==> src/rtl/irq_src_pkg.sv <==
package irq_src_pkg;

  localparam int PRIO_W = 8;
  localparam logic [PRIO_W-1:0] PRIO_OFF = 8'hFF;

  typedef enum logic [2:0] {
    OP_EVENT  = 3'd0,
    OP_SET    = 3'd1,
    OP_GET    = 3'd2,
    OP_MASK   = 3'd3,
    OP_UNMASK = 3'd4,
    OP_BOUNCE = 3'd5,
    OP_EOI    = 3'd6,
    OP_REPLAY = 3'd7
  } op_e;

  typedef struct packed {
    logic asrt;   // wire currently high (level sources)
    logic sent;   // delivery outstanding (level sources)
    logic bnc;    // bounced back, awaiting replay (message sources)
    logic mpend;  // arrived while masked (message sources)
  } src_st_t;

  // level delivery rule
  function automatic logic lvl_ready(src_st_t s, logic [PRIO_W-1:0] p);
    return (p != PRIO_OFF) && s.asrt && !s.sent;
  endfunction

endpackage

==> src/rtl/irq_src_range.sv <==
module irq_src_range #(
  parameter int NUM_SRC = 8,
  parameter int NUM_SRV = 4,
  parameter int BASE    = 16,
  parameter int NUM_W   = 12,
  parameter int SRV_W   = 8,
  parameter int IDX_W   = 3
) (
  input  logic [NUM_W-1:0] num,
  input  logic [SRV_W-1:0] server,
  output logic             num_ok,
  output logic             srv_ok,
  output logic [IDX_W-1:0] idx
);
  localparam logic [NUM_W-1:0] LO_N = NUM_W'(BASE);
  localparam logic [NUM_W-1:0] HI_N = NUM_W'(BASE + NUM_SRC);
  localparam logic [SRV_W-1:0] SRV_LIM = SRV_W'(NUM_SRV);

  assign num_ok = (num >= LO_N) && (num < HI_N);
  assign srv_ok = server < SRV_LIM;
  assign idx    = IDX_W'(num - LO_N);
endmodule

==> src/rtl/irq_src_scan.sv <==
module irq_src_scan #(
  parameter int NUM_SRC = 8,
  parameter int IDX_W   = 3
) (
  input  logic             clk,
  input  logic             rst,
  input  logic             start,
  input  logic             step,
  output logic             active,
  output logic [IDX_W-1:0] idx
);
  localparam logic [IDX_W-1:0] LAST = IDX_W'(NUM_SRC - 1);

  always_ff @(posedge clk) begin
    if (rst) begin
      active <= 1'b0;
      idx    <= '0;
    end else if (start) begin
      active <= 1'b1;
      idx    <= '0;
    end else if (active && step) begin
      if (idx == LAST) active <= 1'b0;
      else             idx    <= idx + 1'b1;
    end
  end

  // the walk never leaves the source range and ends after the last one
  p_idx_range_r7: assert property (@(posedge clk) disable iff (rst)
    active |-> (idx <= LAST));
  p_walk_ends_r7: assert property (@(posedge clk) disable iff (rst)
    (active && step && !start && idx == LAST) |=> !active);
endmodule

==> src/rtl/irq_src_ctrl.sv <==
module irq_src_ctrl
  import irq_src_pkg::*;
#(
  parameter int                   NUM_SRC    = 8,
  parameter int                   NUM_SRV    = 4,
  parameter int                   BASE       = 16,
  parameter int                   NUM_W      = 12,
  parameter int                   SRV_W      = 8,
  parameter logic [NUM_SRC-1:0]   LEVEL_MASK = 8'hF0
) (
  input  logic              clk,
  input  logic              rst,
  input  logic              op_vld,
  input  logic [2:0]        op_code,
  input  logic [NUM_W-1:0]  op_num,
  input  logic [SRV_W-1:0]  op_server,
  input  logic [PRIO_W:0]   op_prio,
  input  logic              op_val,
  output logic              busy,
  output logic              rsp_vld,
  output logic              rsp_err,
  output logic [SRV_W-1:0]  rsp_server,
  output logic [PRIO_W-1:0] rsp_prio,
  output logic              dlv_vld,
  input  logic              dlv_rdy,
  output logic [SRV_W-1:0]  dlv_server,
  output logic [NUM_W-1:0]  dlv_num,
  output logic [PRIO_W-1:0] dlv_prio
);
  localparam int IDX_W = (NUM_SRC > 1) ? $clog2(NUM_SRC) : 1;
  localparam logic [NUM_W-1:0] BASE_N = NUM_W'(BASE);
  localparam logic [NUM_W-1:0] HI_N   = NUM_W'(BASE + NUM_SRC);

  // per-source state
  src_st_t           st_q    [NUM_SRC];
  logic [PRIO_W-1:0] prio_q  [NUM_SRC];
  logic [PRIO_W-1:0] sprio_q [NUM_SRC];
  logic [SRV_W-1:0]  srv_q   [NUM_SRC];

  op_e              op;
  logic             go, is_cfg, num_ok, srv_ok, prio_ok, cfg_err;
  logic [IDX_W-1:0] op_idx, a_idx, scan_idx;
  logic             scan_active, scan_ev;

  assign op      = op_e'(op_code);
  assign busy    = scan_active | dlv_vld;
  assign go      = op_vld && !busy;
  assign is_cfg  = (op == OP_SET) || (op == OP_GET) || (op == OP_MASK) || (op == OP_UNMASK);
  assign prio_ok = !op_prio[PRIO_W];
  assign cfg_err = !num_ok || ((op == OP_SET) && !(srv_ok && prio_ok));
  assign scan_ev = scan_active && !dlv_vld;
  assign a_idx   = scan_active ? scan_idx : op_idx;

  irq_src_range #(
    .NUM_SRC(NUM_SRC), .NUM_SRV(NUM_SRV), .BASE(BASE),
    .NUM_W(NUM_W), .SRV_W(SRV_W), .IDX_W(IDX_W)
  ) u_range (
    .num(op_num), .server(op_server),
    .num_ok(num_ok), .srv_ok(srv_ok), .idx(op_idx)
  );

  irq_src_scan #(.NUM_SRC(NUM_SRC), .IDX_W(IDX_W)) u_scan (
    .clk(clk), .rst(rst),
    .start(go && (op == OP_REPLAY)),
    .step(scan_ev),
    .active(scan_active), .idx(scan_idx)
  );

  // next state of the one source touched this cycle
  src_st_t           n_st;
  logic [PRIO_W-1:0] n_prio, n_sprio;
  logic [SRV_W-1:0]  n_srv;
  logic              wr, fire, is_lvl;

  always_comb begin
    n_st    = st_q[a_idx];
    n_prio  = prio_q[a_idx];
    n_sprio = sprio_q[a_idx];
    n_srv   = srv_q[a_idx];
    is_lvl  = LEVEL_MASK[a_idx];
    wr      = 1'b0;
    fire    = 1'b0;
    if (scan_ev) begin
      wr = 1'b1;
      if (is_lvl) begin
        if (lvl_ready(n_st, n_prio)) begin n_st.sent = 1'b1; fire = 1'b1; end
      end else if (n_st.bnc) begin
        n_st.bnc = 1'b0;
        fire     = (n_prio != PRIO_OFF);
      end
    end else if (go && num_ok) begin
      case (op)
        OP_EVENT: begin
          wr = 1'b1;
          if (is_lvl) begin
            n_st.asrt = op_val;
            if (lvl_ready(n_st, n_prio)) begin n_st.sent = 1'b1; fire = 1'b1; end
          end else if (op_val) begin
            if (n_prio == PRIO_OFF) n_st.mpend = 1'b1;
            else                    fire = 1'b1;
          end
        end
        OP_SET, OP_UNMASK: begin
          if (op == OP_UNMASK) begin
            wr     = 1'b1;
            n_prio = n_sprio;
          end else if (srv_ok && prio_ok) begin
            wr      = 1'b1;
            n_srv   = op_server;
            n_prio  = op_prio[PRIO_W-1:0];
            n_sprio = op_prio[PRIO_W-1:0];
          end
          if (wr) begin
            if (is_lvl) begin
              if (lvl_ready(n_st, n_prio)) begin n_st.sent = 1'b1; fire = 1'b1; end
            end else if (n_st.mpend && (n_prio != PRIO_OFF)) begin
              n_st.mpend = 1'b0;
              fire       = 1'b1;
            end
          end
        end
        OP_MASK: begin
          wr      = 1'b1;
          n_sprio = n_prio;
          n_prio  = PRIO_OFF;
        end
        OP_BOUNCE: begin
          wr        = 1'b1;
          n_st.bnc  = 1'b1;
          n_st.sent = 1'b0;
        end
        OP_EOI: begin
          if (is_lvl) begin wr = 1'b1; n_st.sent = 1'b0; end
        end
        default: ;
      endcase
    end
  end

  always_ff @(posedge clk) begin
    if (rst) begin
      for (int i = 0; i < NUM_SRC; i++) begin
        st_q[i]    <= '0;
        prio_q[i]  <= PRIO_OFF;
        sprio_q[i] <= PRIO_OFF;
        srv_q[i]   <= '0;
      end
    end else if (wr) begin
      st_q[a_idx]    <= n_st;
      prio_q[a_idx]  <= n_prio;
      sprio_q[a_idx] <= n_sprio;
      srv_q[a_idx]   <= n_srv;
    end
  end

  // delivery register
  always_ff @(posedge clk) begin
    if (rst) begin
      dlv_vld    <= 1'b0;
      dlv_server <= '0;
      dlv_num    <= '0;
      dlv_prio   <= '0;
    end else begin
      if (dlv_vld && dlv_rdy) dlv_vld <= 1'b0;
      if (fire) begin
        dlv_vld    <= 1'b1;
        dlv_server <= n_srv;
        dlv_num    <= NUM_W'(a_idx) + BASE_N;
        dlv_prio   <= n_prio;
      end
    end
  end

  // configuration response
  always_ff @(posedge clk) begin
    if (rst) begin
      rsp_vld    <= 1'b0;
      rsp_err    <= 1'b0;
      rsp_server <= '0;
      rsp_prio   <= '0;
    end else begin
      rsp_vld    <= go && is_cfg;
      rsp_err    <= cfg_err;
      rsp_server <= srv_q[op_idx];
      rsp_prio   <= prio_q[op_idx];
    end
  end

  // a waiting request keeps its fields
  p_dlv_hold_r8: assert property (@(posedge clk) disable iff (rst)
    (dlv_vld && !dlv_rdy) |=> (dlv_vld && $stable(dlv_num) && $stable(dlv_prio) && $stable(dlv_server)));
  // a masked source never reaches the delivery port
  p_no_masked_dlv_r2: assert property (@(posedge clk) disable iff (rst)
    dlv_vld |-> (dlv_prio != PRIO_OFF));
  // delivered numbers are absolute and inside the bank
  p_dlv_num_r3: assert property (@(posedge clk) disable iff (rst)
    dlv_vld |-> ((dlv_num >= BASE_N) && (dlv_num < HI_N)));
  // responses only follow an accepted operation
  p_rsp_follows_r11: assert property (@(posedge clk) disable iff (rst)
    rsp_vld |-> $past(op_vld && !busy));
  // nothing is accepted while a request is waiting
  p_busy_blocks_r8: assert property (@(posedge clk) disable iff (rst)
    (dlv_vld && !dlv_rdy) |=> !rsp_vld);
endmodule

==> config.mk <==
export PLATFORM = sky130hd
export DESIGN_NAME = irq_src_ctrl
export DESIGN_NICKNAME = d
export VERILOG_FILES = /design/src/rtl/irq_src_pkg.sv /design/src/rtl/irq_src_range.sv /design/src/rtl/irq_src_scan.sv /design/src/rtl/irq_src_ctrl.sv
export SDC_FILE = /design/constraint.sdc
export NUM_CORES = 1
export LEC_CHECK = 0
export BUFFER_PORTS_ARGS = -buffer_cell sky130_fd_sc_hd__clkbuf_2
export CAP_MARGIN = 20
export CELL_PAD_IN_SITES_DETAIL_PLACEMENT = 0
export CELL_PAD_IN_SITES_GLOBAL_PLACEMENT = 2
export CORE_MARGIN = 3
export CORE_UTILIZATION = 25
export DETAILED_ROUTE_END_ITERATION = 7
export GPL_TIMING_DRIVEN = 1
export PLACE_DENSITY = 0.61
export SLEW_MARGIN = 20
export SYNTH_ARGS = -nofsm -noshare
export SYNTH_HDL_FRONTEND = slang
export SYNTH_SLANG_ARGS = --single-unit
==> constraint.sdc <==
create_clock -name clk -period 5.3 [get_ports clk]
set_input_delay 1.59 -clock clk [delete_from_list [all_inputs] [get_ports clk]]
set_output_delay 1.59 -clock clk [all_outputs]
set_load 0.02 [all_outputs]
# [After elaboration in Yosys (flattened, before gate mapping)]
# Memory sizes are Yosys's and may differ from the RTL's. A register that Yosys moved wholly into a read port is not among the register bits.
# Index checks and enable logic that the tools add are counted.
[word_totals] mem_count=5 register_bits=35 output_inout_bits=48 ram_bits=224 romBits=8
[mem_list] name="prio_q" depth=8 width=8 read_ports=2 rd_ports_with_merged_regs=1 wr=8 line_no="irq_src_ctrl.sv:36" rtl="logic [PRIO_W-1:0] prio_q [NUM_SRC];"
[mem_list] name="sprio_q" depth=8 width=8 read_ports=1 rd_ports_with_merged_regs=0 wr=8 line_no="irq_src_ctrl.sv:37" rtl="logic [PRIO_W-1:0] sprio_q [NUM_SRC];"
[mem_list] name="srv_q" depth=8 width=8 read_ports=2 rd_ports_with_merged_regs=1 wr=8 line_no="irq_src_ctrl.sv:38" rtl="logic [SRV_W-1:0] srv_q [NUM_SRC];"
[mem_list] name="st_q" depth=8 width=4 read_ports=1 rd_ports_with_merged_regs=0 wr=8 line_no="irq_src_ctrl.sv:35" rtl="src_st_t st_q [NUM_SRC];"
[mem_list] name="(no name shown)" depth=8 width=1 read_ports=1 rd_ports_with_merged_regs=0 wr=0 line_no="irq_src_ctrl.sv:80" rtl="is_lvl = LEVEL_MASK[a_idx];"
[classes] reduce_logical=40 addsub=3 muxes=88 n_lt_le_gt_ge=4 n_eq_ne=11 bitwise_logic=2
[ops] cell="two-way mux 8 bit" n=19
[ops] cell="two-way mux 1 bit" n=54
[ops] cell="case mux 8 bit (2 select lines)" n=2
[ops] cell="OR reduction 8 bit" n=3
[ops] cell="logical AND 1 bit" n=17
[ops] cell="!= test 8 bit, second input constant" n=2
[ops] cell="== test 3 bit, second input constant" n=5
[ops] cell="two-way mux 3 bit" n=5
[ops] cell="greater-or-equal comparator 12 x 5 -> 1 bit, second input constant" n=1
[ops] cell="< comparator 12 x 5 -> 1 bit, second input constant" n=1
[ops] cell="== test 8 bit, second input constant" n=1
[ops] cell="< comparator 8 x 3 -> 1 bit, second input constant" n=1
[ops] cell="two-way mux 4 bit" n=2
[ops] cell="adder 3 x 5 -> 6 bit, second input constant" n=1
[ops] cell="== test 3 x 2 -> 1 bit, second input constant" n=2
[ops] cell="logical NOT 1 bit" n=6
[ops] cell="nonzero test 2 bit" n=3
[ops] cell="logical OR 1 bit" n=4
[ops] cell="< comparator 3 x 4 -> 1 bit, second input constant" n=1
[ops] cell="two-way mux 2 bit" n=2
[ops] cell="case mux 1 bit (2 select lines)" n=2
[ops] cell="case mux 1 bit (4 select lines)" n=1
[ops] cell="AND reduction 2 bit" n=2
[ops] cell="OR reduction 2 bit" n=2
[ops] cell="9 further kinds" n=9

# [Logic depth before layout (Yosys ltp)]
# Gate-level depths: netlist (run 1).
# An unclocked memory read counts as a cell.
[depth] ltp_word=18 mapped_depth=13 ltp_nobuf=9

# [Hierarchy]
# A second synthesis (run 1) with hierarchy kept.
[unflattened] hier_cells=1227 area_unflattened_um2=13148.9
[by_module_without_submodules] mod="irq_src_ctrl" area_per_inst_um2=12864.8 n_inst=1 seq_area_each_um2=7507.2 cells_each=1201
[by_module_without_submodules] mod="irq_src_scan" area_per_inst_um2=220.2 n_inst=1 seq_area_each_um2=80.1 cells_each=18
[by_module_without_submodules] mod="irq_src_range" area_per_inst_um2=63.8 n_inst=1 seq_area_each_um2=0.0 cells_each=8

# [Least setup slack after synthesis (run 1)]
# No wires, ideal clock.
[synth_timing] path_kind="in2reg" startpoint="input port op_num[0]" endpoint="memory prio_q[4][0], enable pin" arrival_ps=3896 stages=9 path_slack_ps=1014 n_path_buf=5 path_cell_list="buf_2 mux2_4 buf_2 buf_2 buf_2 buf_2 nor3_1 nand2_1 nand2b_1"
[synth_rtl] item="from (decl)" line_no="irq_src_ctrl.sv:15" rtl="input logic [NUM_W-1:0] op_num,"
[synth_rtl] item="to (decl)" line_no="irq_src_ctrl.sv:36"

# [Worst setup path after layout (run 1)]
[layout_timing] startpoint="input port op_num[0]" endpoint="register dlv_num[0]"
[layout_via] elab_chain_len=17 word_cells_on_any_way=42 cone_classes="2 x add/sub; 2 x order compare; 3 x eq/ne; 21 x mux; 10 x reduce/logical; 4 x memory"
[layout_rtl] item="subtractor 3 x 1 -> 3 bit" line_no="irq_src_range.sv:21" rtl="assign idx = IDX_W'(num - LO_N);"
[layout_rtl] item="two-way mux 3 bit" line_no="irq_src_ctrl.sv:52" rtl="assign a_idx = scan_active ? scan_idx : op_idx;"
[layout_rtl] item="memory (8 x 8 bit)"
[layout_rtl] item="two-way mux 8 bit" line_no="irq_src_ctrl.sv:107" rtl="end else if (srv_ok && prio_ok) begin"
[layout_rtl] item="two-way mux 8 bit" line_no="irq_src_ctrl.sv:104" rtl="if (op == OP_UNMASK) begin"
[layout_rtl] item="two-way mux 8 bit" line_no="irq_src_ctrl.sv:92" rtl="case (op)"
[layout_rtl] item="two-way mux 8 bit" line_no="irq_src_ctrl.sv:91" rtl="end else if (go && num_ok) begin"
[layout_rtl] item="two-way mux 8 bit" line_no="irq_src_ctrl.sv:83" rtl="if (scan_ev) begin"
[layout_rtl] item="!= test 8 bit" line_no="irq_src_pkg.sv:26, irq_src_ctrl.sv:116"
[layout_rtl] item="logical AND 1 bit (2 in a row)" line_no="irq_src_pkg.sv:26" rtl="return (p != PRIO_OFF) && s.asrt && !s.sent;"
[layout_rtl] item="two-way mux 1 bit" line_no="irq_src_ctrl.sv:115" rtl="if (lvl_ready(n_st, n_prio)) begin n_st.sent = 1'b1; fire = 1'b1; end"
[layout_rtl] item="two-way mux 1 bit" line_no="irq_src_ctrl.sv:114" rtl="if (is_lvl) begin"
[layout_rtl] item="two-way mux 1 bit" line_no="irq_src_ctrl.sv:113" rtl="if (wr) begin"
[layout_rtl] item="case mux 1 bit (2 select lines)" line_no="irq_src_ctrl.sv:92"
[layout_rtl] item="two-way mux 1 bit" line_no="irq_src_ctrl.sv:91"
[layout_rtl] item="two-way mux 1 bit" line_no="irq_src_ctrl.sv:83"
[layout_rtl] item="to (signal assigned)" line_no="irq_src_ctrl.sv:168" rtl="dlv_num <= NUM_W'(a_idx) + BASE_N;"
[layout_rtl] item="to (decl)" line_no="irq_src_ctrl.sv:27" rtl="output logic [NUM_W-1:0] dlv_num,"
# Several ways; a longest one is shown, not always the timed one. The select of a mux whose other input is x is not followed.
# A chain may end at the register's enable or synchronous reset.

==> results of run 1 <==
report_power, final:
| part | switching [mW] | total (mW) | internal [mW] |
|---|---|---|---|
| Sequential | 0.0187 | 2.33 | 2.31 |
| Combinational | 0.404 | 0.579 | 0.175 |
| Clock | 0.891 | 2.10 | 1.21 |
| Total | 1.31 | 5.01 | 3.69 |
cells in the final DEF, fill, tap and decap left out, types with 3 or more instances in the layout:
master       n
nand3_1     53
clkbuf_16   31
nor4_1       6
nand2b_1     6
inv_1       15
o41ai_1     10
clkinv_1     4
nand2b_2     8
o21ai_1     14
mux4_2      32
mux2_2       4
nand2_1    342
nor2b_1      8
a32oi_1      9
dfxtp_1     43
and3_1       3
nor3_1      13
clkinv_2     6
clkbuf_1     7
o21ai_0     24
edfxtp_1   224
buf_12       9
a21oi_1     71
buf_4       58
clkbuf_2    75
o21a_1       3
o22ai_1     26
nor3b_1      3
a31oi_1      4
nor2_1     136
mux2i_1     44
and2_1      11
clkbuf_8     3
nand4_1     13
a22oi_1      4
conb_1       8
registers in the layout (all words and copies together), names as in the netlist, 3 cells and up:
signal and cells:
prio_q 64, sprio_q 64, srv_q 64, st_q 32
dlv_prio 8, dlv_server 8, rsp_prio 8, rsp_server 8
dlv_num 4, u_scan.idx 3
area by class of cell:
class,count,share of cell area
Inverter,15,0.00361
Multi-Input combinational cell,894,0.328
Clock inverter,16,0.00891
Antenna cell,1,0.000161
Timing Repair Buffer,143,0.0639
Clock buffer,41,0.0541
Sequential cell,267,0.487
Tap cell,680,0.0546
metal layers:
metal	global-route usage	part of all wire	up-vias	wire, µm
met3	0.0261	0.061	58	2940
li1	-	-	4695	-
met4	0.0351	0.015	0	748
met5	0	0	-	0
met1	0.246	0.46	5128	22400
met2	0.279	0.46	332	22500
cells in the mapped netlist (all sizes together), types with 2 or more instances:
| master | count |
|---|---|
| a211oi | 2 |
| a21o | 2 |
| a21oi | 71 |
| a22o | 2 |
| a22oi | 4 |
| a2bb2oi | 2 |
| a31oi | 4 |
| a32oi | 10 |
| a41oi | 2 |
| and2 | 11 |
| and3 | 3 |
| buf | 44 |
| clkbuf | 50 |
| dfxtp | 43 |
| edfxtp | 224 |
| ha | 2 |
| inv | 15 |
| mux2 | 5 |
| mux2i | 45 |
| mux4 | 32 |
| nand2 | 342 |
| nand2b | 14 |
| nand3 | 53 |
| nand4 | 13 |
| nor2 | 137 |
| nor2b | 8 |
| nor3 | 14 |
| nor3b | 3 |
| nor4 | 7 |
| o211ai | 2 |
| o21a | 3 |
| o21ai | 38 |
| o22ai | 26 |
| o2bb2ai | 2 |
| o31ai | 2 |
| o41ai | 12 |
| or2 | 2 |
cells by family (layout without fill, tap and decap cells):
logic type,Yosys count,count (layout),synth area share
other,1,9,0.000286
and+or+nand+nor,611,611,0.195
AOI/OAI and AO/OA,190,190,0.0912
adders and majority gates,2,2,0.00191
buffers and inverters,109,215,0.0377
xor gates and xnor gates,1,1,0.000667
muxes,82,82,0.0947
DFF,267,267,0.578
worst max-delay path by stage:
| stage | startpoint | end | slack (ns) | depth (start not counted) |
|---|---|---|---|---|
| CTS | op_num[0] | dlv_num[1] | 1.01 | 12 |
| global placement | op_num[0] | dlv_num[2] | 0.32 | 12 |
| global route | op_num[0] | dlv_num[0] | 0.73 | 12 |
| finish | op_num[0] | dlv_num[0] | 0.88 | 12 |
| floorplan | op_num[0] | prio_q[4][0] | 1.01 | 9 |
| detailed placement | op_num[0] | dlv_num[2] | 0.42 | 12 |
critical path, stage by stage:
cell      delay, ns
clkbuf_2       0.13
mux2_4         0.41
buf_12         0.26
mux2i_1        0.45
o22ai_1        0.28
nor3_1         0.42
and2_1         0.21
o21ai_0        0.10
a21boi_2       0.26
buf_4          0.36
o21ai_0        0.13
nor3b_1        0.16
==> out/qor.csv, run 1 <==
stage;metric;value;unit
outcome;status;completed;
timing;Hold Vio Cnt, Final;0;
timing;min Tclk post-route;4.42;ns
clocking;CTS H-tree depth;1;
cells_and_area;final core occ;0.302;
yosys;YS warnings;0;
floorplan;Die Span Y;235;µm
yosys;post-synthesis async set-or-reset flop share;0;
worst_setup_path;CP Class;in2reg;
grt;vias in the first global route;10300;
yosys;Top FF cell, synth;edfxtp_1;
detailed_routing;Starting DRT DRC Count;774;
timing;period utilization;0.835;
cells_and_area;Final #Nets;1391;
yosys;area leader, netlist;edfxtp_1;
grt;GRT Residual Overflow;0;
place;GPL Wtd Cong;0.839;
floorplan;Die Width;235;µm
yosys;Post-Syn Area;0.0131;mm²
hold_path;Endpoint, Worst Hold;dlv_server[2];
cells_and_area;Final Non-Filler Cells;2057;
clocking;CTS tree;built;
grt;GR Util All Layers;0.172;
cells_and_area;fin area;0.0156;mm²
clocking;setup bufs post-CTS;0;
clocking;Skew-Pair Late Insertion Delay;0.57;ns
place;placed cell area;0.0146;mm²
yosys;Seq/Total Area, Yosys;0.578;
place;dpl hpwl;32000;µm
power_and_ir_drop;Leak;5.36;nW
floorplan;area of the core;0.0516;mm²
worst_setup_path;Data required, critical path;5.71;ns
yosys;Syn Inst Count;1263;
worst_setup_path;Worst Setup End Kind;register;
detailed_routing;drt drc;0;
cells_and_area;register area;0.00759;mm²
worst_setup_path;worst-path fanout max;42;
timing;relative slew slack;0.407;
detailed_routing;Routed Antenna Nets;0;
timing;post-route worst setup slack;0.876;ns
yosys;Avg Inst Size Synth;10.4;µm²
timing;Setup Skew;0.0202;ns
yosys;post-synthesis cell type count;60;
power_and_ir_drop;Max VDD drop;211;µV
detailed_routing;vias;10200;
hold_path;worst hold path class;reg2reg;
yosys;top cells by area, synth;edfxtp_1, nand2_1, dfxtp_1;
hold_path;Worst Min Path Start;dlv_server[2];
detailed_routing;wire length per cell;23.6;µm
yosys;Post-synth EDFFs;224;
timing;RSZ-0062 raised after global routing;false;
grt;first-pass GRT wire length;71600;µm
cells_and_area;Synth-to-Final Area Change;18.8;%
clocking;cts bufs inserted;31;
run;Max-Cap Viols;0;
detailed_routing;Vias/cell;4.96;
timing;sum of negative setup slack;0;ns
timing;Final Slew Violations;0;
worst_setup_path;FF-to-FF setup slack;1.06;ns
place;DP Cell Count;1999;
timing;hold slack final;0.467;ns
worst_setup_path;Arrival @ worst endpoint;4.83;ns
floorplan;starting density of the core;0.254;
worst_setup_path;Worst R2R Start;u_scan.active;
clocking;Root Driver;clkbuf_16;
grt;initial antenna violation count;0;
clocking;CTS resizes;0;
floorplan;die area;0.0553;mm²
power_and_ir_drop;total power;5.01;mW
hold_path;hold depth;2;
timing;Worst Tran Pin Value;0.884;ns
place;PortBufs;76;
cells_and_area;share of cells above drive strength 1;0.181;
worst_setup_path;FF-to-FF End;dlv_num[0];
grt;largest net degree at the start of global routing;74;
detailed_routing;final wirelength;48600;µm
worst_setup_path;CP Launch Type;input port;
timing;FMAX;0.226;GHz
floorplan;io pins;85;
timing;# setup viols final;0;
clocking;Max clock buf depth;3;
power_and_ir_drop;PwrDens;321;mW/mm²
clocking;clock-pin slew on the worst setup and hold paths;0.06;ns
place;pre-CTS WS;0.419;ns
worst_setup_path;worst-case reg-to-reg path depth;11;
detailed_routing;DR pass1 iterations;5;
yosys;Seq cells post-synth;267;
clocking;CTS sink count;267;
floorplan;std cell rows;83;
cells_and_area;Multi-input gate area;0.00511;mm²
cells_and_area;fill count;5300;
clocking;hold_buf cts;0;
yosys;share of the synthesized area in the top cell type;0.512;
Power figures use the tool's default switching activity.
==> inputs of run 2 (changes only) <==
Settings changed: ABC_AREA set to 1, PLACE_DENSITY 0.61 to 0.64.
Clock period 5.3 ns to 4.6 ns, I/O delays scaled along.
==> run 2 against run 1 <==
Against the previous run:
- clock power up 35%
- global-route usage up 0.61 points
- clock-buffer cell count up 3
- worst setup slack worse by 0.076 ns
==> out/qor.csv, run 2 <==
stage;metric;value;unit;change
cells_and_area;fill count;5484;;+3.5%
clocking;CTS resizes;0;;unchanged
yosys;top cells by area, synth;edfxtp_1, nand2_1, nor2_1;;
floorplan;Die Width;237;µm;+0.71%
power_and_ir_drop;Leak;6.05;nW;+13%
grt;GRT Residual Overflow;0;;unchanged
floorplan;starting density of the core;0.256;;+0.00167
cells_and_area;antenna diode count;0;;-1
cells_and_area;commonest non-fill, non-tap cell in the layout;nand2_1;;
yosys;Post-synth EDFFs;224;;unchanged
clocking;hold_buf cts;0;;unchanged
yosys;Avg Inst Size Synth;8.68;µm²;-17%
grt;GR Util All Layers;0.178;;+0.00606
detailed_routing;Starting DRT DRC Count;981;;+27%
worst_setup_path;CP Launch Type;input port;;
clocking;Skew-Pair Late Insertion Delay;0.54;ns;-0.03 ns
yosys;post-synthesis cell type count;45;;-25%
clocking;CTS sink count;267;;unchanged
yosys;share of the synthesized area in the top cell type;0.505;;-0.00741
detailed_routing;Vias/cell;4.75;;-4.2%
worst_setup_path;Worst Setup End Kind;register;;
clocking;Max clock buf depth;3;;unchanged
clocking;setup bufs post-CTS;0;;unchanged
grt;largest net degree at the start of global routing;62;;-16%
cells_and_area;register area;0.00759;mm²;unchanged
detailed_routing;vias;11200;;+9.5%
detailed_routing;drt drc;0;;unchanged
power_and_ir_drop;Max VDD drop;194;µV;-7.8%
hold_path;worst hold path class;reg2reg;;
yosys;area leader, netlist;edfxtp_1;;
power_and_ir_drop;Clk pwr share;0.449;;+0.029
grt;initial antenna violation count;0;;unchanged
detailed_routing;Routed Antenna Nets;0;;unchanged
timing;RSZ-0062 raised after global routing;false;;
detailed_routing;final wirelength;50600;µm;+4.2%
hold_path;Worst Min Path Start;dlv_num[4];;
floorplan;std cell rows;83;;unchanged
power_and_ir_drop;switch share;0.268;;+0.00569
floorplan;io pins;85;;unchanged
clocking;Root Driver;clkbuf_16;;
timing;sum of negative setup slack;0;ns;unchanged
floorplan;Die Span Y;237;µm;+0.71%
timing;Final Slew Violations;0;;unchanged
worst_setup_path;CP Class;in2reg;;
place;GPL Wtd Cong;0.822;;-2.1%
timing;# setup viols final;0;;unchanged
cells_and_area;share of cells above drive strength 1;0.145;;-0.0357
cells_and_area;Multi-input gate area;0.00493;mm²;-3.5%
timing;Setup Skew;0.0139;ns;-0.00636 ns
run;Max-Cap Viols;0;;unchanged
clocking;CTS H-tree depth;2;;+1
clocking;clock-pin slew on the worst setup and hold paths;0.06;ns;about the same
cells_and_area;Largest regs;prio_q x64, sprio_q x64, srv_q x64;;
cells_and_area;Synth-to-Final Area Change;19.9;%;
grt;first-pass GRT wire length;74500;µm;+4.1%
grt;vias in the first global route;11000;;+7.4%
place;PortBufs;76;;unchanged
yosys;Top FF cell, synth;edfxtp_1;;
detailed_routing;DR pass1 iterations;5;;unchanged
power_and_ir_drop;PwrDens;395;mW/mm²;+23%
yosys;Seq/Total Area, Yosys;0.570;;-0.00836
power_and_ir_drop;total power;6.31;mW;+26%
worst_setup_path;Arrival @ worst endpoint;4.23;ns;-0.60 ns
clocking;CTS tree;built;;
timing;Worst Tran Pin Value;0.994;ns;+0.110 ns
timing;FMAX;0.263;GHz;
power_and_ir_drop;Net Sw Power;1.69;mW;+29%
place;dpl hpwl;33600;µm;+4.9%
worst_setup_path;Setup crit start;op_num[1];;
yosys;post-synthesis async set-or-reset flop share;0;;unchanged
timing;min Tclk post-route;3.80;ns;
yosys;Post-Syn Area;0.0133;mm²;+1.5%
floorplan;area of the core;0.0520;mm²;+0.80%
worst_setup_path;Data required, critical path;5.03;ns;-0.68 ns
yosys;YS warnings;0;;unchanged
power_and_ir_drop;part of the power in registers;0.425;;-0.039
outcome;status;completed;;
timing;relative slew slack;0.333;;-0.0739
yosys;commonest cells in the netlist;nand2_1, nor2_1, edfxtp_1, o21ai_0, inv_1;;
clocking;cts bufs inserted;34;;+9.7%
yosys;Seq cells post-synth;267;;unchanged
power_and_ir_drop;combinational share of power;0.126;;+0.010
cells_and_area;commonest cells after routing, fill and taps aside;nand2_1, nor2_1, edfxtp_1;;
worst_setup_path;worst-path fanout max;25;;-40%
timing;Hold Vio Cnt, Final;0;;unchanged
timing;period utilization;0.826;;
detailed_routing;wire length per cell;21.5;µm;-8.9%
yosys;cell with the most instances after synthesis;nand2_1;;
power_and_ir_drop;Cell Int Power;4.62;mW;+25%
floorplan;die area;0.0561;mm²;+1.4%
yosys;Syn Inst Count;1535;;+22%
worst_setup_path;Worst R2R Start;u_scan.active;;
cells_and_area;Final #Nets;1686;;+21%
## run 2: cell types whose count changed after synthesis, moves of 10 or more
cell / previous run / this run
a31oi_1: 4 / 17
and2_1: 11 / 0
inv_1: 15 / 87
mux2i_1: 44 / 3
mux4_2: 32 / 0
nand2_1: 342 / 417
nand2b_1: 14 / 0
nand3_1: 53 / 75
nand3b_1: 1 / 12
nand4_1: 13 / 2
nor2_1: 136 / 259
o21ai_0: 24 / 125
o41ai_1: 10 / 0
## run 2: worst paths after layout
kind	to	slack, ns	cells past startpoint
min	dlv_num[4]	0.47	2
min reg2reg	dlv_num[4]	0.47	2
max	dlv_prio[1]	0.80	22
max reg2reg	dlv_server[2]	1.12	19
## run 2: final cells by class
cell class / instances / area share
inverter: 94 / 0.0224
clock inverter: 18 / 0.0135
tap: 680 / 0.0533
multi-input combinational: 1091 / 0.309
clock buffer: 44 / 0.0596
sequential: 267 / 0.475
timing repair buffer: 159 / 0.0668
## run 2: logic make-up (layout without fill, tap and decap cells)
| group | after synthesis | in the layout | synth area share |
|---|---|---|---|
| AOI/OAI and AO/OA | 280 | 280 | 0.118 |
| DFF | 267 | 267 | 0.570 |
| and+or+nand+nor | 798 | 798 | 0.245 |
| other | 1 | 8 | 0.000282 |
| muxes | 3 | 3 | 0.00225 |
| buffers and inverters | 184 | 315 | 0.0626 |
| adders and majority gates | 2 | 2 | 0.00188 |
## run 2: layer usage
metal  wire, µm  GRT usage  vias up
li1           -          -     5383
met1      23200      0.248     5423
met2      23800      0.291      331
met3       2790     0.0311       50
met4        860     0.0381        0
met5          0          0        -
## run 2: worst max-delay path, cell delays in order
cell and delay, ns:
clkbuf_2 0.17, inv_1 0.07, nand2_1 0.08, nand2_2 0.17, nor2_4 0.45, nand3_1 0.16, nand2_1 0.11, inv_1 0.04
nand2_1 0.28, nand2_1 0.09, nand2_1 0.08, nor2_1 0.07, nand2_1 0.07, nor2_1 0.04, nand2_1 0.15, nand3_1 0.11
nand3_2 0.11, nand2_4 0.17, nand2_4 0.22, nand2_1 0.07, nand2_1 0.09, nor2_1 0.04
## run 2: power groups by stage
| stage | combinational (mW) | sequential [mW] | clock (mW) |
|---|---|---|---|
| after global placement | 0.808 | 2.73 | 0 |
| after CTS | 0.807 | 2.68 | 2.91 |
| after detailed placement | 0.804 | 2.73 | 0 |
| final | 0.798 | 2.68 | 2.83 |
| after global routing | 0.875 | 2.69 | 3.00 |
| after floorplan | 0.439 | 2.75 | 0 |
## run 2: stage by stage
| stage | worst slack (ns) | util | hold slack [ns] | area [µm²] | std cells |
|---|---|---|---|---|---|
| final | 0.800 | 0.307 | 0.472 | 16000 | 2353 |
| after global routing | 0.581 | 0.307 | 0.497 | 16000 | 2353 |
| after CTS | 0.848 | 0.307 | 0.472 | 16000 | 2353 |
| after detailed placement | 0.274 | 0.284 | 0.456 | 14800 | 2291 |
| after global placement | 0.287 | 0.284 | 0.445 | 14800 | 2291 |
| after floorplan | 0.595 | - | 0.469 | 13300 | 1542 |
==> inputs of run 3 (changes only) <==
Clock period 4.6 ns to 3.9 ns, I/O delays scaled along.
==> run 3 against run 2 <==
Against the previous run:
- sequential power up 18%
- first-iteration DRC count down 11%
- non-clock buffer count up 28
- sequential share of layout area down 0.86 points
- largest cell class unchanged
- clock power up 14%
- via count up 1.8%
- power up 17%
- clock skew up 0.0039 ns
- critical path depth down 4
- register-to-register slack worse by 0.56 ns
- worst hold slack worse by 0.0030 ns
- wire length up 1.9%
==> out/qor.csv, run 3 (synthesis results as in run 2) <==
stage;metric;value;unit;change
cells_and_area;commonest non-fill, non-tap cell in the layout;nand2_1;;
grt;initial antenna violation count;0;;unchanged
worst_setup_path;family with the most delay on the worst path;simple AND/OR/NAND/NOR gates;;
power_and_ir_drop;Max VDD drop;267;µV;+38%
detailed_routing;wire length per cell;21.6;µm;+0.51%
clocking;Root Driver;clkbuf_16;;
timing;FMAX;0.287;GHz;
hold_path;worst hold path class;reg2reg;;
power_and_ir_drop;total power;7.41;mW;+17%
floorplan;Die Span Y;237;µm;unchanged
detailed_routing;Routed Antenna Nets;0;;unchanged
clocking;cts bufs inserted;36;;+5.9%
cells_and_area;commonest cells after routing, fill and taps aside;nand2_1, nor2_1, edfxtp_1;;
power_and_ir_drop;Leak;6.22;nW;+2.9%
cells_and_area;fin area;0.0163;mm²;+1.8%
worst_setup_path;Most Frequent Cell on Critical Path;nand2_1;;
detailed_routing;DR pass1 iterations;5;;unchanged
place;placed cell area;0.0151;mm²;+2.1%
detailed_routing;Starting DRT DRC Count;870;;-11%
timing;Setup Skew;0.0177;ns;+0.00388 ns
clocking;CTS sink count;267;;unchanged
timing;Worst Tran Pin Value;0.718;ns;-0.275 ns
cells_and_area;Synth-to-Final Area Change;22.1;%;
timing;# setup viols final;0;;unchanged
run;Max-Cap Viols;0;;unchanged
clocking;Max clock buf depth;3;;unchanged
worst_setup_path;Largest stage delay, worst path;0.46;ns;about the same
grt;largest net degree at the start of global routing;65;;+4.8%
clocking;CTS resizes;0;;unchanged
outcome;status;completed;;
grt;GRT Residual Overflow;0;;unchanged
detailed_routing;drt drc;0;;unchanged
grt;vias in the first global route;11200;;+1.7%
cells_and_area;Multi-input gate area;0.00493;mm²;unchanged
clocking;Skew-Pair Late Insertion Delay;0.55;ns;about the same
floorplan;Die Width;237;µm;unchanged
worst_setup_path;Data required, critical path;4.38;ns;-0.65 ns
timing;relative slew slack;0.521;;+0.188
cells_and_area;antenna diode count;0;;unchanged
floorplan;io pins;85;;unchanged
timing;Hold Vio Cnt, Final;0;;unchanged
cells_and_area;share of cells above drive strength 1;0.159;;+0.0137
detailed_routing;Vias/cell;4.78;;+0.44%
detailed_routing;final wirelength;51600;µm;+1.9%
place;PortBufs;76;;unchanged
cells_and_area;register area;0.00759;mm²;unchanged
floorplan;starting density of the core;0.256;;unchanged
floorplan;std cell rows;83;;unchanged
worst_setup_path;Worst Setup End Kind;register;;
place;dpl hpwl;34200;µm;+1.7%
floorplan;die area;0.0561;mm²;unchanged
timing;RSZ-0062 raised after global routing;false;;
timing;Final Slew Violations;0;;unchanged
worst_setup_path;crit-path cells;clkbuf_2 > inv_2 > nand2_1 > nand2_2 > nor2_4 > buf_12 > nand3_1 > nand2_1 > nor2_1 > nor4_2 > nand2_1 > nand3_1 > nand3_2 > nand2_4 > nand2_4 > nand2_1 > nand2_1 > nor2_1;;
clocking;CTS H-tree depth;2;;unchanged
cells_and_area;fill count;5459;;-0.46%
floorplan;area of the core;0.0520;mm²;unchanged
timing;post-route worst setup slack;0.419;ns;-0.381 ns
grt;first-pass GRT wire length;75600;µm;+1.4%
worst_setup_path;worst-path fanout max;25;;unchanged
grt;GR Util All Layers;0.182;;+0.00315
detailed_routing;vias;11400;;+1.8%
timing;period utilization;0.893;;
worst_setup_path;CP Launch Type;input port;;
cells_and_area;Largest regs;prio_q x64, sprio_q x64, srv_q x64;;
worst_setup_path;critical path buffer and inverter count;3;;unchanged
place;pre-CTS WS;-0.129;ns;-0.403 ns
timing;min Tclk post-route;3.48;ns;
clocking;hold_buf cts;0;;unchanged
clocking;setup bufs post-CTS;0;;unchanged
worst_setup_path;CP Class;in2reg;;
power_and_ir_drop;PwrDens;456;mW/mm²;+15%
cells_and_area;Final #Nets;1716;;+1.8%
worst_setup_path;Arrival @ worst endpoint;3.96;ns;-0.27 ns
clocking;clock-pin slew on the worst setup and hold paths;0.05;ns;about the same
place;GPL Wtd Cong;0.862;;+4.8%
worst_setup_path;Slowest-stage cell, CP;nor4_2;;
clocking;CTS tree;built;;
==> run 3: metal layers <==
layer / up-vias / share of wire / track usage
met5: - / 0 / 0
met3: 88 / 0.056 / 0.0294
li1: 5443 / - / -
met1: 5487 / 0.45 / 0.246
met2: 371 / 0.46 / 0.292
met4: 0 / 0.031 / 0.0676
==> run 3: per-stage QoR <==
step,setup TNS [ns],instances,utilization,hold slack (ns)
detailed placement,-1.16,2319,0.290,0.452
finish,0,2385,0.312,0.469
floorplan,0,1542,-,0.469
global route,0,2385,0.312,0.497
global placement,-0.716,2319,0.290,0.450
CTS,0,2385,0.312,0.470
==> run 3: path summary, 6_finish.rpt <==
path | from | endpoint | slack (ns) | cells after the start
max | op_num[2] | dlv_server[5] | 0.42 | 18
min | dlv_num[4] | dlv_num[4] | 0.47 | 2
max reg2reg | u_scan.active | dlv_server[5] | 0.56 | 17
min reg2reg | dlv_num[4] | dlv_num[4] | 0.47 | 2
==> run 3: final cells by class <==
cell class | instances | share of cell area
clock inverter | 11 | 0.00523
inverter | 94 | 0.0220
multi-input combinational | 1091 | 0.304
sequential | 267 | 0.467
tap | 680 | 0.0523
clock buffer | 55 | 0.0656
timing repair buffer | 187 | 0.0847
==> run 3: worst min-delay path, cell delays in order (launching register included) <==
cell,delay (ns)
dfxtp_1,0.33
o21ai_1,0.07
inv_1,0.04
==> run 3: where the power goes <==
part / internal (mW) / switching, mW
registers: 3.14 / 0.0225
clock network: 1.95 / 1.29
logic: 0.302 / 0.703
total: 5.40 / 2.01
